`src/rtl/mtsel_pkg.sv`:
```
package mtsel_pkg;
    typedef enum logic [1:0] {
        TS_READY   = 2'd0,
        TS_PENDING = 2'd1,
        TS_HALTED  = 2'd2
    } thr_state_e;
endpackage

```
`src/rtl/mtsel_thread_fsm.sv`:
```
module mtsel_thread_fsm
    import mtsel_pkg::*;
(
    input  logic clk,
    input  logic rst_n,
    input  logic halt_ev,
    input  logic resume_ev,
    input  logic lat_start,
    input  logic lat_done,
    output logic ready
);
    typedef struct packed {
        thr_state_e state;
    } fsm_regs_t;

    fsm_regs_t r_d, r_q;

    always_comb begin
        r_d = r_q;
        if (halt_ev) begin
            r_d.state = TS_HALTED;                 // halt dominates
        end else begin
            unique case (r_q.state)
                TS_HALTED:  if (resume_ev) r_d.state = TS_READY;
                TS_PENDING: if (lat_done)  r_d.state = TS_READY;
                TS_READY:   if (lat_start) r_d.state = TS_PENDING;
                default:    r_d.state = TS_READY;
            endcase
        end
    end

    always_ff @(posedge clk) begin
        if (!rst_n) r_q <= '{state: TS_READY};
        else        r_q <= r_d;
    end

    assign ready = (r_q.state == TS_READY);

    assert_halt_wins_R8: assert property (@(posedge clk) disable iff (!rst_n)
        (halt_ev && resume_ev) |=> (r_q.state == TS_HALTED));
    assert_halt_blocks_R7: assert property (@(posedge clk) disable iff (!rst_n)
        halt_ev |=> !ready);
    assert_resume_ready_R9: assert property (@(posedge clk) disable iff (!rst_n)
        (!halt_ev && resume_ev && r_q.state == TS_HALTED) |=> ready);
    assert_pending_hold_R10: assert property (@(posedge clk) disable iff (!rst_n)
        (r_q.state == TS_PENDING && !lat_done && !halt_ev) |=> (r_q.state == TS_PENDING));
endmodule

```
`src/rtl/mtsel_lru_order.sv`:
```
module mtsel_lru_order #(
    parameter int NUM_THREADS = 4,
    localparam int IDW = (NUM_THREADS > 1) ? $clog2(NUM_THREADS) : 1
) (
    input  logic                   clk,
    input  logic                   rst_n,
    input  logic [NUM_THREADS-1:0] eligible,
    output logic                   pick_valid,
    output logic [IDW-1:0]         pick_id
);
    typedef struct packed {
        logic [NUM_THREADS-1:0][IDW-1:0] order;   // order[0] = least recent
    } lru_regs_t;

    lru_regs_t r_d, r_q;
    logic [IDW-1:0] pos;
    logic [NUM_THREADS-1:0] seen;

    always_comb begin
        pick_valid = 1'b0;
        pos        = '0;
        for (int k = NUM_THREADS - 1; k >= 0; k--) begin
            if (eligible[r_q.order[k]]) begin
                pick_valid = 1'b1;
                pos        = IDW'(k);
            end
        end
        pick_id = r_q.order[pos];

        r_d = r_q;
        if (pick_valid) begin
            for (int k = 0; k < NUM_THREADS; k++) begin
                if (k >= int'(pos)) begin
                    if (k == NUM_THREADS - 1) r_d.order[k] = pick_id;
                    else                      r_d.order[k] = r_q.order[k+1];
                end
            end
        end
    end

    always_ff @(posedge clk) begin
        if (!rst_n) begin
            for (int k = 0; k < NUM_THREADS; k++) r_q.order[k] <= IDW'(k);
        end else begin
            r_q <= r_d;
        end
    end

    always_comb begin
        seen = '0;
        for (int k = 0; k < NUM_THREADS; k++) seen[r_q.order[k]] = 1'b1;
    end

    assert_order_perm_R5: assert property (@(posedge clk) disable iff (!rst_n)
        seen == {NUM_THREADS{1'b1}});
    assert_granted_last_R5: assert property (@(posedge clk) disable iff (!rst_n)
        pick_valid |=> (r_q.order[NUM_THREADS-1] == $past(pick_id)));
    assert_idle_stable_R6: assert property (@(posedge clk) disable iff (!rst_n)
        !pick_valid |=> $stable(r_q.order));
endmodule

```
`src/rtl/mt_issue_sel.sv`:
```
module mt_issue_sel #(
    parameter int NUM_THREADS = 4,
    localparam int IDW = (NUM_THREADS > 1) ? $clog2(NUM_THREADS) : 1
) (
    input  logic                   clk,
    input  logic                   rst_n,
    input  logic [NUM_THREADS-1:0] thr_en,
    input  logic [NUM_THREADS-1:0] halt_ev,
    input  logic [NUM_THREADS-1:0] resume_ev,
    input  logic [NUM_THREADS-1:0] lat_start,
    input  logic [NUM_THREADS-1:0] lat_done,
    output logic [NUM_THREADS-1:0] grant_oh,
    output logic                   grant_valid,
    output logic [IDW-1:0]         grant_id
);
    logic [NUM_THREADS-1:0] thr_ready;
    logic [NUM_THREADS-1:0] eligible;
    logic                   pick_valid;
    logic [IDW-1:0]         pick_id;

    for (genvar t = 0; t < NUM_THREADS; t++) begin : g_thr
        mtsel_thread_fsm u_fsm (
            .clk       (clk),
            .rst_n     (rst_n),
            .halt_ev   (halt_ev[t]),
            .resume_ev (resume_ev[t]),
            .lat_start (lat_start[t]),
            .lat_done  (lat_done[t]),
            .ready     (thr_ready[t])
        );
    end

    assign eligible = thr_ready & thr_en;

    mtsel_lru_order #(.NUM_THREADS(NUM_THREADS)) u_order (
        .clk        (clk),
        .rst_n      (rst_n),
        .eligible   (eligible),
        .pick_valid (pick_valid),
        .pick_id    (pick_id)
    );

    always_comb begin
        grant_oh = '0;
        if (pick_valid) grant_oh[pick_id] = 1'b1;
        grant_valid = pick_valid;
        grant_id    = pick_id;
    end

    assert_single_grant_R1: assert property (@(posedge clk) disable iff (!rst_n)
        $onehot0(grant_oh));
    assert_grant_enabled_R11: assert property (@(posedge clk) disable iff (!rst_n)
        grant_valid |-> thr_en[grant_id]);
    assert_grant_ready_R2: assert property (@(posedge clk) disable iff (!rst_n)
        grant_valid |-> thr_ready[grant_id]);
    assert_no_idle_R2: assert property (@(posedge clk) disable iff (!rst_n)
        (|(thr_en & thr_ready)) |-> grant_valid);
endmodule

```
`config.mk`:
```
export PLATFORM = sky130hd
export DESIGN_NAME = mt_issue_sel
export DESIGN_NICKNAME = d
export VERILOG_FILES = /design/src/rtl/mtsel_pkg.sv /design/src/rtl/mtsel_thread_fsm.sv /design/src/rtl/mtsel_lru_order.sv /design/src/rtl/mt_issue_sel.sv
export SDC_FILE = /design/constraint.sdc
export NUM_CORES = 1
export LEC_CHECK = 0
export ABC_AREA = 1
export BUFFER_PORTS_ARGS = -buffer_cell sky130_fd_sc_hd__buf_2
export CAP_MARGIN = 0
export CORE_MARGIN = 1.5
export CORE_UTILIZATION = 50
export CTS_CLUSTER_DIAMETER = 50
export DETAILED_ROUTE_END_ITERATION = 7
export GPL_TIMING_DRIVEN = 0
export PLACE_DENSITY = 0.75
export SETUP_SLACK_MARGIN = 0.02
export SYNTH_ARGS = -nofsm -noshare
export SYNTH_HDL_FRONTEND = slang
export SYNTH_SLANG_ARGS = --single-unit
```
`constraint.sdc`:
```
create_clock -name clk -period 1.98 [get_ports clk]
set_clock_uncertainty 0.05 [all_clocks]
set_input_delay 0.297 -clock clk [delete_from_list [all_inputs] [get_ports clk]]
set_output_delay 0.297 -clock clk [all_outputs]
set_load 0.03 [all_outputs]
```
# Word-level counts from Yosys, hierarchy flattened
# Cells that the tools add are included.
# totals
register_bits	16
input_bits	22
# classes
n_lt_le_gt_ge	10
n_eq_ne	32
muxes	41
bitwise_logic	2
reduce_logical	20
# ops
operator	n
two-way mux 2 bit	21
inequality test 3 bit, second input constant	12
inequality test 2 bit, second input constant	12
one-hot mux 2 bit (3 select lines)	4
AND reduction 3 bit	8
< comparator 2 x 3 -> 1 bit, second input constant	6
two-way mux 1 bit	9
binary-select mux 1 bit (select 2 bit)	4
== test 2 x 1 -> 1 bit, second input constant	4
== test 2 bit, second input constant	4
zero test 2 bit	4
OR reduction 2 bit	4
AND reduction 2 bit	3
bitwise AND 4 bit	1
binary-select mux 2 bit (select 2 bit)	1
greater-or-equal comparator 1 x 2 -> 1 bit, first input constant	2
two-way mux 4 bit	1
demux 1 bit (select 2 bit)	1
greater-or-equal comparator 2 x 1 -> 1 bit, second input constant	1
greater-or-equal comparator 2 bit, first input constant	1
logical AND 1 bit	1
inverter 1 bit	1

# Longest topological paths before layout
# Gate-level depths: netlist of the first run.
# logic_depth
word_depth	15
ltp_mapped	13

# Hierarchy
# A second synthesis of the first run with hierarchy kept.
# unflattened
hier_cells	168
hier_area_um2	997.2
# by_module_without_submodules
mod	instances	cells_per_inst	area_per_inst_um2	seq_area_each_um2
mtsel_lru_order	1	92	556.8	160.2
mtsel_thread_fsm	4	15	95.1	40.0
mt_issue_sel	1	16	60.1	0.0

# Worst setup path before layout of the first run
# No wires, ideal clock.
# synth_timing
path_kind	register to output
start	register g_thr[0].u_fsm.r_q[1] in the netlist's numbering
end	output port grant_oh[1]
t_arrival_ns	1.763
required_time_ns	1.633
slack_ns	-0.130
stages_incl_launch_ff	13
path_buffers	0
cell_sequence	dfxtp_1 inv_2 nand2_1 nor2_1 nand2_1 nand3_2 nand2_4 nand2_4 inv_2 nand2_2 nand3_1 nand2_1 nor2_1
# synth_via
elab_chain_len	15
word_cells_on_any_way	26
classes_between	order compare (2); mux (21); bitwise (1); reduce/logical (2)
# synth_rtl
element	line	rtl
from (decl)	mtsel_thread_fsm.sv:16	fsm_regs_t r_d, r_q;
from (signal assigned)	mtsel_thread_fsm.sv:33	if (!rst_n) r_q <= '{state: TS_READY};
from (signal assigned)	mtsel_thread_fsm.sv:34	else r_q <= r_d;
zero test 2 bit *	mtsel_thread_fsm.sv:37	assign ready = (r_q.state == TS_READY);
bitwise AND 4 bit *	mt_issue_sel.sv:33	assign eligible = thr_ready & thr_en;
binary-select mux 1 bit (select 2 bit)	mtsel_lru_order.sv:23	if (eligible[r_q.order[k]]) begin
two-way mux 1 bit (not written as such)	mtsel_lru_order.sv:23	
two-way mux 2 bit (3 in a row)	mtsel_lru_order.sv:23	
two-way mux 2 bit *	mtsel_lru_order.sv:23	
binary-select mux 2 bit (select 2 bit) *	mtsel_lru_order.sv:28	pick_id = r_q.order[pos];
two-way mux 2 bit (not written as such) *	mtsel_lru_order.sv:28	
named net grant_id[1]	mt_issue_sel.sv:14	output logic [IDW-1:0] grant_id
< comparator 2 x 3 -> 1 bit (not written as such) / greater-or-equal comparator 2 x 1 -> 1 bit (equally long branches)	mt_issue_sel.sv:45	if (pick_valid) grant_oh[pick_id] = 1'b1;
logical AND 1 bit (not written as such)	mt_issue_sel.sv:45	
two-way mux 1 bit (not written as such)	mt_issue_sel.sv:45	
demux 1 bit (select 2 bit) *	mt_issue_sel.sv:45	
two-way mux 4 bit *	mt_issue_sel.sv:45	
to (decl)	mt_issue_sel.sv:12	output logic [NUM_THREADS-1:0] grant_oh,
# The timed path passes the listed nets; every way through them passes the cells marked *. The select of a mux whose other input is x is not followed.

# Worst setup path in the final report of the first run
# layout_timing
start	register g_thr[0].u_fsm.r_q[0] in the netlist's numbering
end	output port grant_oh[0]
# layout_via
elab_chain_len	15
word_cells_on_any_way	26
classes_between	order compare (2); mux (21); bitwise (1); reduce/logical (2)
# layout_rtl
element	line
zero test 2 bit *	mtsel_thread_fsm.sv:37
bitwise AND 4 bit *	mt_issue_sel.sv:33
binary-select mux 1 bit (select 2 bit)	mtsel_lru_order.sv:23
two-way mux 1 bit (not written as such)	mtsel_lru_order.sv:23
two-way mux 2 bit (4 in a row)	mtsel_lru_order.sv:23
binary-select mux 2 bit (select 2 bit)	mtsel_lru_order.sv:28
two-way mux 2 bit (not written as such)	mtsel_lru_order.sv:28
< comparator 2 x 3 -> 1 bit (not written as such) / greater-or-equal comparator 2 x 1 -> 1 bit (equally long branches)	mt_issue_sel.sv:45
logical AND 1 bit (not written as such)	mt_issue_sel.sv:45
two-way mux 1 bit (not written as such)	mt_issue_sel.sv:45
demux 1 bit (select 2 bit)	mt_issue_sel.sv:45
two-way mux 4 bit *	mt_issue_sel.sv:45
# Mark *: on every way between the ends. The rest lies on a longest branch, timed or not. The select of a mux whose other input is x is not followed.

==> results of run 1 <==
-- final cells by class --
cell class,instances,area share (%)
plain buffers,1,0.238
clock buffers,4,2.30
inverters,24,5.86
multi-input cells,117,51.8
flip-flops and latches,16,21.5
well taps,27,2.14
repair buffers,38,16.2
-- state kept, by name, indices dropped and copies added (netlist names) --
name / flops
g_thr.u_fsm.r_q: 8
u_order.r_q: 8
-- power by group through the flow --
| stage | clock network (mW) | logic [mW] | registers, mW |
|---|---|---|---|
| 2_1_floorplan | 0 | 1.20 | 0.485 |
| 3_3_place_gp | 0 | 1.48 | 0.513 |
| 3_5_place_dp | 0 | 1.52 | 0.513 |
| 4_1_cts | 0.219 | 1.83 | 0.514 |
| 5_1_grt | 0.241 | 2.64 | 0.555 |
| 6_report | 0.231 | 2.50 | 0.544 |
-- layout by cell type (no fill, tap or decap), types with 2 or more instances in the layout --
cell	instances
o21ai_0	5
nor2_4	7
nand3_2	12
nand2_2	9
nand2_8	2
a31oi_1	3
nand3b_1	4
dfxtp_4	3
nand2_4	8
dfxtp_1	6
nor3b_4	2
inv_1	17
inv_2	6
nor2_2	4
buf_2	21
clkbuf_4	4
nand3_1	17
nand2_1	22
dfxtp_2	7
nor3_1	6
a21oi_1	12
buf_4	10
buf_6	6
-- cell families after synthesis --
logic type / count (synthesis)
buffers and inverters: 25
AND/OR/NAND/NOR: 95
flip-flops: 16
AO/OA/AOI/OAI: 21
-- per-layer routing --
layer	vias up	global-route usage (%)	routed length [um]
met5	-	0	0
met4	0	7.62	170
met3	22	5.56	204
met2	68	41.9	1850
met1	623	28.9	1390
li1	614	-	-
-- worst max-delay path, delay by kind of cell, from the launching register on --
family	cells	cell delay, ns
buf+inv	1	0.13
flops	1	0.37
simple gates	11	1.23
-- worst paths after layout --
path / to / startpoint / cells after the start / slack [ns]
setup reg to reg: u_order.r_q[6] / g_thr[0].u_fsm.r_q[0] / 11 / 0.23
hold / removal: g_thr[3].u_fsm.r_q[0] / halt_ev[3] / 2 / 0.10
hold reg to reg: g_thr[0].u_fsm.r_q[1] / g_thr[0].u_fsm.r_q[1] / 2 / 0.49
setup / recovery: grant_oh[0] / g_thr[0].u_fsm.r_q[0] / 12 / -0.41
-- stage by stage --
step           util, %  instances
3_3_place_gp      61.8        212
5_1_grt           80.5        227
3_5_place_dp      61.8        212
4_1_cts           70.9        225
6_report          80.5        227
2_1_floorplan        -        157
-- what timing repair did --
item / in CTS / in global routing
endpoints found under the setup margin: 7 / 7
pin swaps: 15 / 14
hold endpoints to repair: 0 / 0
gates resized for setup: 25 / 44
setup buffers: 8 / 2
cloned: 1 / 0
==> run_results.csv, run 1 <==
group,metric,value,unit
status,status,"finished with violations",
logic_synthesis,synthSimpleGateAreaFrac,49.4,%
logic_synthesis,async_flop_share,0,%
logic_synthesis,synthTopCellsByArea,"dfxtp_1, nand3_1, nand2_1",
sta,hold_slack,0.104,ns
logic_synthesis,synth.most_common_cell,"nand2_1",
cts,numCtsBuffers,3,
global_route,grt_overflow,0,
cts,worstSkewPairLatency,0.31,ns
routing,routedWlPerCell,15.9,um
logic_synthesis,yosys.area.top_type,"dfxtp_1",
logic_synthesis,synthCells,157,
logic_synthesis,ys_warn_count,0,
global_route,grt_pass1_wl,4490,um
sta,rsz0062_at_grt,"true",
status,violations,"negative setup slack",
logic_synthesis,synth_top_family_by_area,"simple AND/OR/NAND/NOR gates",
floorplan,ios,29,
floorplan,die_h,48.5,um
logic_synthesis,synth.area.mux_share,0,%
sta,min_period_over_period,121,%
floorplan,die_x,48.5,um
setup_path,cp_data_arrival_time,2.05,ns
floorplan,start_util,52.7,%
routing,drt_wl_total,3610,um
floorplan,die-area,2350,sq um
final_layout,n_antenna_cell,0,
worst_hold_path,hold_class,"in2reg",
job,drv_cap,0,
logic_synthesis,syn_area,1030,sq um
logic_synthesis,synthFlopType,"dfxtp_1",
sta,period_minus_slack,2.39,ns
setup_path,path_class,"reg2out",
logic_synthesis,synth_top_area_share,31.0,%
placement,place_hpwl,1870,um
logic_synthesis,synthAdderAreaFrac,0,%
logic_synthesis,yosys_register_bits,16,
pwr,p_leak,0.764,nW
placement,finalWeightedCongestion,0.878,
pwr,p_sw_share,55.1,%
cts,clkSlewWorstSetupHoldPaths,0.10,ns
logic_synthesis,avgSynthCellArea,6.58,sq um
pwr,internal-power,1.47,mW
setup_path,startpoint_type,"flop",
logic_synthesis,synth_edf_count,0,
pwr,total_power,3.28,mW
global_route,antenna_found_initial,0,
sta,finalMaxSlewViolations,0,
routing,vias,1327,
placement,io_buffers,28,
logic_synthesis,yosysSeqAreaShare,31.0,%
floorplan,row_count,16,
routing,drt_iter0_drc,66,
sta,setup_viol,7,
final_layout,design_area,1580,sq um
pwr,seqPwrFrac,16.6,%
logic_synthesis,synth_cell_type_count,20,
final_layout,nets,223,
final_layout,layout-drive-gt1-share,52.5,%
cts,clockRootBuffer,"clkbuf_4",
global_route,first_global_vias,1083,
floorplan,core,1960,sq um
setup_path,crit_slowest_cell,"dfxtp_4",
pwr,peakVddDrop,1.32,mV
pwr,power_frac_clock,7.1,%
sta,slew_headroom,65.8,%
cts,cts_tree,"done",
final_layout,synthToLayoutAreaGrowth,52.9,%
placement,dpl_worst_slack,-0.0786,ns
final_layout,fillers,145,
sta,tightest_slew,0.513,ns
cts,clock_path_buffers,2,
sta,fmax,418,MHz
routing,drtAntennaViolNets,0,
pwr,p_switching,1.81,mW
pwr,p_comb_share,76.3,%
logic_synthesis,ys_top_cells_by_count,"nand2_1, nand3_1, inv_1",
cts,holdBufCountCts,0,
logic_synthesis,syn-num-nets,179,
pwr,p_per_area,2080,nW/um^2
sta,setup_tns,-2.20,ns
setup_path,crit_fanout,7,
routing,drt-pass1-iter-count,5,
logic_synthesis,synth_compound_area_share,10.5,%
global_route,track_usage,23.9,%
setup_path,crit_chain,"nor2_4 > nand3_1 > nand3_1 > nand2_2 > nand2_4 > nand2_8 > nand2_8 > nand2_1 > nand3_2 > nand3_1 > nor2_4 > buf_6",
logic_synthesis,synthXorXnorAreaFrac,0,%
routing,viasPerCell,5.85,
cts,h-tree-depth,1,
routing,drc,0,
sta,hold_viol,0,
cts,clock_sinks,16,
setup_path,max_stage_delay,0.37,ns
placement,placedInstanceArea,1210,sq um
setup_path,crit_path_frequent_cell,"nand3_1",
global_route,grt_max_degree,11,
setup_path,cp_data_required_time,1.63,ns
sta,setup_ws,-0.415,ns
final_layout,multi_input_area,818,sq um
setup_path,end_kind,"output pin",
final_layout,regArea,340,sq um
No activity file was read; power rests on OpenSTA's default activity.
==> inputs of run 2 (changes only) <==
- BUFFER_PORTS_ARGS: -buffer_cell sky130_fd_sc_hd__buf_2 -> unset
- DONT_BUFFER_PORTS: unset -> 1
- PLACE_DENSITY: 0.75 -> unset
==> run_results.csv, run 2 (synthesis gave the netlist of run 1 again) <==
group,metric,value,unit
final_layout,mostFrequentLayoutCell,"nand2_1",
routing,viasPerCell,5.64,
setup_path,crit_chain,"nor3b_4 > nand2_1 > nand3_2 > nand2_4 > nand2_8 > nand3_1 > nand3_4 > nand2_8 > nor2_4",
routing,vias,1100,
setup_path,endpoint,"grant_oh[1]",
placement,place_hpwl,1860,um
floorplan,row_count,16,
global_route,first_global_vias,1057,
sta,setup_viol,6,
sta,hold_slack,0.0188,ns
global_route,grt_overflow,0,
routing,routedWlPerCell,15.9,um
sta,tightest_slew,0.518,ns
routing,drt-pass1-iter-count,4,
global_route,antenna_found_initial,0,
setup_path,crit_buf_inv,0,
setup_path,ff2ff_path_depth,10,
setup_path,cp_data_required_time,1.63,ns
setup_path,crit_fanout,7,
routing,drc,0,
sta,slew_headroom,65.4,%
sta,hold_viol,0,
sta,fmax,434,MHz
setup_path,reg2reg_from,"g_thr[3].u_fsm.r_q[0]",
final_layout,nets,192,
placement,dp_cells,184,
setup_path,crit_path_start,"g_thr[1].u_fsm.r_q[1]",
final_layout,final_cell_count_no_fill,195,
routing,drt_wl_total,3090,um
sta,period_minus_slack,2.31,ns
final_layout,synthToLayoutAreaGrowth,39.8,%
floorplan,die_x,48.5,um
placement,finalWeightedCongestion,0.830,
cts,clkSlewWorstSetupHoldPaths,0.10,ns
floorplan,die-area,2350,sq um
final_layout,reg_top3,"g_thr.u_fsm.r_q (8), u_order.r_q (8)",
setup_path,startpoint_type,"flop",
cts,numCtsBuffers,3,
cts,worstSkewPairLatency,0.29,ns
setup_path,r2r_setup_slack,0.28,ns
setup_path,path_class,"reg2out",
routing,drt_iter0_drc,28,
setup_path,max_stage_delay,0.38,ns
cts,clock_sinks,16,
routing,drtAntennaViolNets,0,
sta,rsz0062_at_grt,"true",
setup_path,critical_path.top_delay_family,"simple AND/OR/NAND/NOR gates",
sta,min_period_over_period,116,%
setup_path,crit_slowest_cell,"dfxtp_4",
global_route,grt_pass1_wl,4400,um
final_layout,layout-drive-gt1-share,44.0,%
status,violations,"negative setup slack",
floorplan,core,1960,sq um
setup_path,crit_path_frequent_cell,"nand2_8",
global_route,grt_max_degree,11,
cts,cts_tree,"done",
placement,io_buffers,0,
status,status,"finished with violations",
setup_path,r2r-end,"u_order.r_q[7]",
floorplan,start_util,52.7,%
setup_path,end_kind,"output pin",
sta,setup_ws,-0.326,ns
worst_hold_path,min_from,"halt_ev[2]",
global_route,track_usage,23.9,%
floorplan,die_h,48.5,um
cts,clock_path_buffers,2,
worst_hold_path,hold_class,"in2reg",
setup_path,cp_data_arrival_time,1.96,ns
setup_path,cp_num_cells,9,
final_layout,layout_common_cells,"nand2_1, inv_1, nand3_1",
cts,clockRootBuffer,"clkbuf_4",
floorplan,ios,29,
cts,h-tree-depth,1,
sta,finalMaxSlewViolations,0,
job,drv_cap,0,
final_layout,n_antenna_cell,0,
-- run 2: cell types whose count changed in the layout (fill, tap and decap cells not counted), moves of 3 or more --
cell and delta:
buf_2 -21, buf_6 -6, buf_4 -4, nor2_2 -3
nor2_4 +3
-- run 2: how the worst min path moves through the flow --
stage | slack (ns) | to | cells after the start
after floorplan | 0.33 | g_thr[1].u_fsm.r_q[0] | 1
after global placement | 0.33 | g_thr[1].u_fsm.r_q[0] | 1
after detailed placement | 0.33 | g_thr[1].u_fsm.r_q[0] | 1
after CTS | 0.007 | g_thr[1].u_fsm.r_q[0] | 1
after global routing | 0.01 | g_thr[2].u_fsm.r_q[0] | 1
final | 0.02 | g_thr[2].u_fsm.r_q[0] | 1
-- run 2: area by class of cell --
| cell class | instances | area, sq um |
|---|---|---|
| Buffer | 1 | 3.75 |
| Clock buffer | 3 | 22.5 |
| Fill cell | 168 | 517 |
| Inverter | 24 | 97.6 |
| Multi-Input combinational cell | 116 | 881 |
| Sequential cell | 16 | 342 |
| Tap cell | 27 | 33.8 |
| Timing Repair Buffer | 8 | 65.1 |
-- run 2: what timing repair did --
| item | CTS | global route |
|---|---|---|
| hold buffers | 0 | 2 |
| endpoints found under the setup margin | 7 | 7 |
| pin swaps | 13 | 18 |
| setup buffers | 4 | 2 |
| gates resized for setup | 41 | 28 |
| hold endpoints to repair | 0 | 2 |
-- run 2: metal layers --
| layer | track usage [%] | vias to the layer above | wire (um) |
|---|---|---|---|
| met3 | 2.78 | 8 | 124 |
| met5 | 0 | - | 0 |
| met4 | 9.05 | 0 | 78 |
| met2 | 43.8 | 38 | 1600 |
| li1 | - | 545 | - |
| met1 | 28.6 | 509 | 1300 |
-- run 2: worst register-to-register path, delay by kind of cell (launching register included) --
| family | cells | cell delay, ns |
|---|---|---|
| buf+inv | 1 | 0.05 |
| flops | 1 | 0.36 |
| simple gates | 9 | 1.14 |
-- run 2: per-stage QoR --
step	setup TNS [ns]	worst slack [ns]	instance area, sq um	utilization, %
2_1_floorplan	-0.117	-0.0514	1040	-
5_1_grt	-2.06	-0.420	1450	73.7
3_5_place_dp	-0.818	-0.244	1070	54.7
4_1_cts	-1.02	-0.240	1290	65.6
3_3_place_gp	-0.775	-0.235	1070	54.7
6_report	-1.50	-0.326	1450	73.7
Power of run 2 is left out: the tool's default activity adds up to more than one toggle a clock period on the data nets, which glitch-free logic cannot reach.
==> inputs of run 3 (changes only) <==
- SYNTH_HIERARCHICAL: unset -> 1
==> run_results.csv, run 3 <==
group,metric,value,unit
final_layout,nets,208,
logic_synthesis,synth_edf_count,0,
logic_synthesis,synth.area.mux_share,0,%
cts,clock_path_buffers,2,
logic_synthesis,synthAdderAreaFrac,0,%
job,drv_cap,0,
setup_path,critical_path.top_delay_family,"simple AND/OR/NAND/NOR gates",
sta,setup_ws,-0.434,ns
logic_synthesis,synthFlopType,"dfxtp_1",
cts,clockRootBuffer,"clkbuf_4",
global_route,track_usage,22.2,%
logic_synthesis,ys_warn_count,6,
global_route,antenna_found_initial,0,
cts,clock_sinks,16,
logic_synthesis,synthCells,168,
final_layout,layout_common_cells,"nand2_1, inv_1, inv_2",
sta,fmax,414,MHz
sta,hold_viol,0,
sta,finalMaxSlewViolations,0,
sta,min_period_over_period,122,%
final_layout,reg_top3,"g_thr.u_fsm/r_q (8), u_order/r_q (8)",
logic_synthesis,synth_cell_type_count,15,
placement,dpl_worst_slack,-0.177,ns
setup_path,crit_slowest_cell,"dfxtp_2",
routing,drt-pass1-iter-count,4,
sta,tightest_slew,0.241,ns
routing,drc,0,
status,status,"finished with violations",
status,violations,"negative setup slack",
cts,holdBufCountCts,0,
setup_path,startpoint_type,"flop",
routing,viasPerCell,5.18,
routing,drt_wl_total,2430,um
final_layout,n_antenna_cell,0,
final_layout,synthToLayoutAreaGrowth,33.0,%
floorplan,row_count,15,
setup_path,r2r_setup_slack,0.27,ns
logic_synthesis,syn_area,997,sq um
logic_synthesis,yosys_register_bits,16,
setup_path,crit_fanout,6,
setup_path,max_stage_delay,0.35,ns
logic_synthesis,async_flop_share,0,%
floorplan,core,1800,sq um
placement,place_hpwl,1610,um
final_layout,layout-drive-gt1-share,43.8,%
global_route,first_global_vias,948,
global_route,grt_overflow,0,
sta,setup_tns,-1.82,ns
cts,numCtsBuffers,3,
cts,h-tree-depth,1,
logic_synthesis,synthXorXnorAreaFrac,0,%
floorplan,die_h,47.7,um
sta,slew_headroom,83.9,%
routing,routedWlPerCell,11.6,um
logic_synthesis,synth_top_area_share,32.1,%
logic_synthesis,ys_top_cells_by_count,"nand2_1, inv_1, dfxtp_1, nor2_1, a21oi_1",
worst_hold_path,hold_class,"in2reg",
cts,cts_tree,"done",
routing,drt_iter0_drc,26,
global_route,grt_pass1_wl,3570,um
floorplan,die_x,47.7,um
sta,setup_viol,7,
setup_path,end_kind,"output pin",
placement,io_buffers,0,
routing,vias,1087,
setup_path,crit_path_frequent_cell,"inv_2",
floorplan,ios,29,
logic_synthesis,synth_top_family_by_area,"simple AND/OR/NAND/NOR gates",
floorplan,die-area,2270,sq um
sta,rsz0062_at_grt,"true",
logic_synthesis,yosysSeqAreaShare,32.1,%
global_route,grt_max_degree,16,
setup_path,cp_data_required_time,1.63,ns
routing,drtAntennaViolNets,0,
cts,worstSkewPairLatency,0.29,ns
logic_synthesis,synthSimpleGateAreaFrac,36.3,%
cts,clkSlewWorstSetupHoldPaths,0.11,ns
placement,finalWeightedCongestion,0.844,
logic_synthesis,yosys.area.top_type,"dfxtp_1",
setup_path,crit_buf_inv,5,
logic_synthesis,synthTopCellsByArea,"dfxtp_1, nand2_1, inv_1",
logic_synthesis,synth_compound_area_share,16.3,%
logic_synthesis,avgSynthCellArea,5.94,sq um
final_layout,mostFrequentLayoutCell,"nand2_1",
sta,period_minus_slack,2.41,ns
setup_path,cp_data_arrival_time,2.07,ns
setup_path,path_class,"reg2out",
floorplan,start_util,55.3,%
setup_path,crit_chain,"nor2_2 > nand2_1 > inv_2 > inv_2 > nand2_1 > o211ai_1 > nand2_2 > inv_4 > nand2_4 > nor2_4 > inv_2 > nand2_2 > nand2_4 > inv_2 > nand2_4 > nor2_4",
logic_synthesis,syn-num-nets,190,
logic_synthesis,synth.most_common_cell,"nand2_1",
[run 3: changes by cell type in the layout (fill, tap and decap cells not counted), sizes merged]
cell,change
a21oi,+5
nand4,-1
a31oi,-3
nand2,+16
nand3b,-4
nor3b,-2
nand3,-20
o211ai,+1
inv,+16
o21ai,+5
nor3,-7
buf,+7
dlygate4sd3,-2
nor2,+6
[run 3: layout make-up]
cell class                      instances  area (sq um)
Multi-Input combinational cell        112           673
Tap cell                               25          31.3
Clock buffer                            4          36.3
Sequential cell                        16           330
Inverter                               40           158
Fill cell                             166           475
Timing Repair Buffer                   13          97.6
[run 3: timing repair]
item,CTS,global route
pin swaps,12,20
gates resized for setup,20,17
buffers inserted,10,3
endpoints found under the setup margin,7,7
[run 3: worst paths after layout]
kind	startpoint	to	cells after the start
hold / removal	rst_n	g_thr[0].u_fsm/r_q[1]	2
setup reg to reg	g_thr[3].u_fsm/r_q[0]	u_order/r_q[7]	15
setup / recovery	g_thr[3].u_fsm/r_q[0]	grant_oh[2]	16
hold reg to reg	u_order/r_q[3]	u_order/r_q[1]	2
[run 3: logic make-up after synthesis]
group	Yosys count
flops	16
simple gates	83
buf+inv	40
compound gates	29
[run 3: stage by stage]
step           hold slack (ns)  instance area [sq um]  util (%)  instances
2_1_floorplan            0.362                   1060         -        168
3_3_place_gp             0.368                   1090      60.6        193
3_5_place_dp             0.374                   1090      60.6        193
4_1_cts                 0.0558                   1250      69.3        207
5_1_grt                 0.0555                   1330      73.6        210
6_report                0.0595                   1330      73.6        210
[run 3: routing by layer]
metal  wire length (um)  GRT usage, %
met1                998          23.8
met2               1270          42.2
met4                 13          8.65
met5                  0             0
met3                149          4.53
Power of run 3 is left out for the same reason.
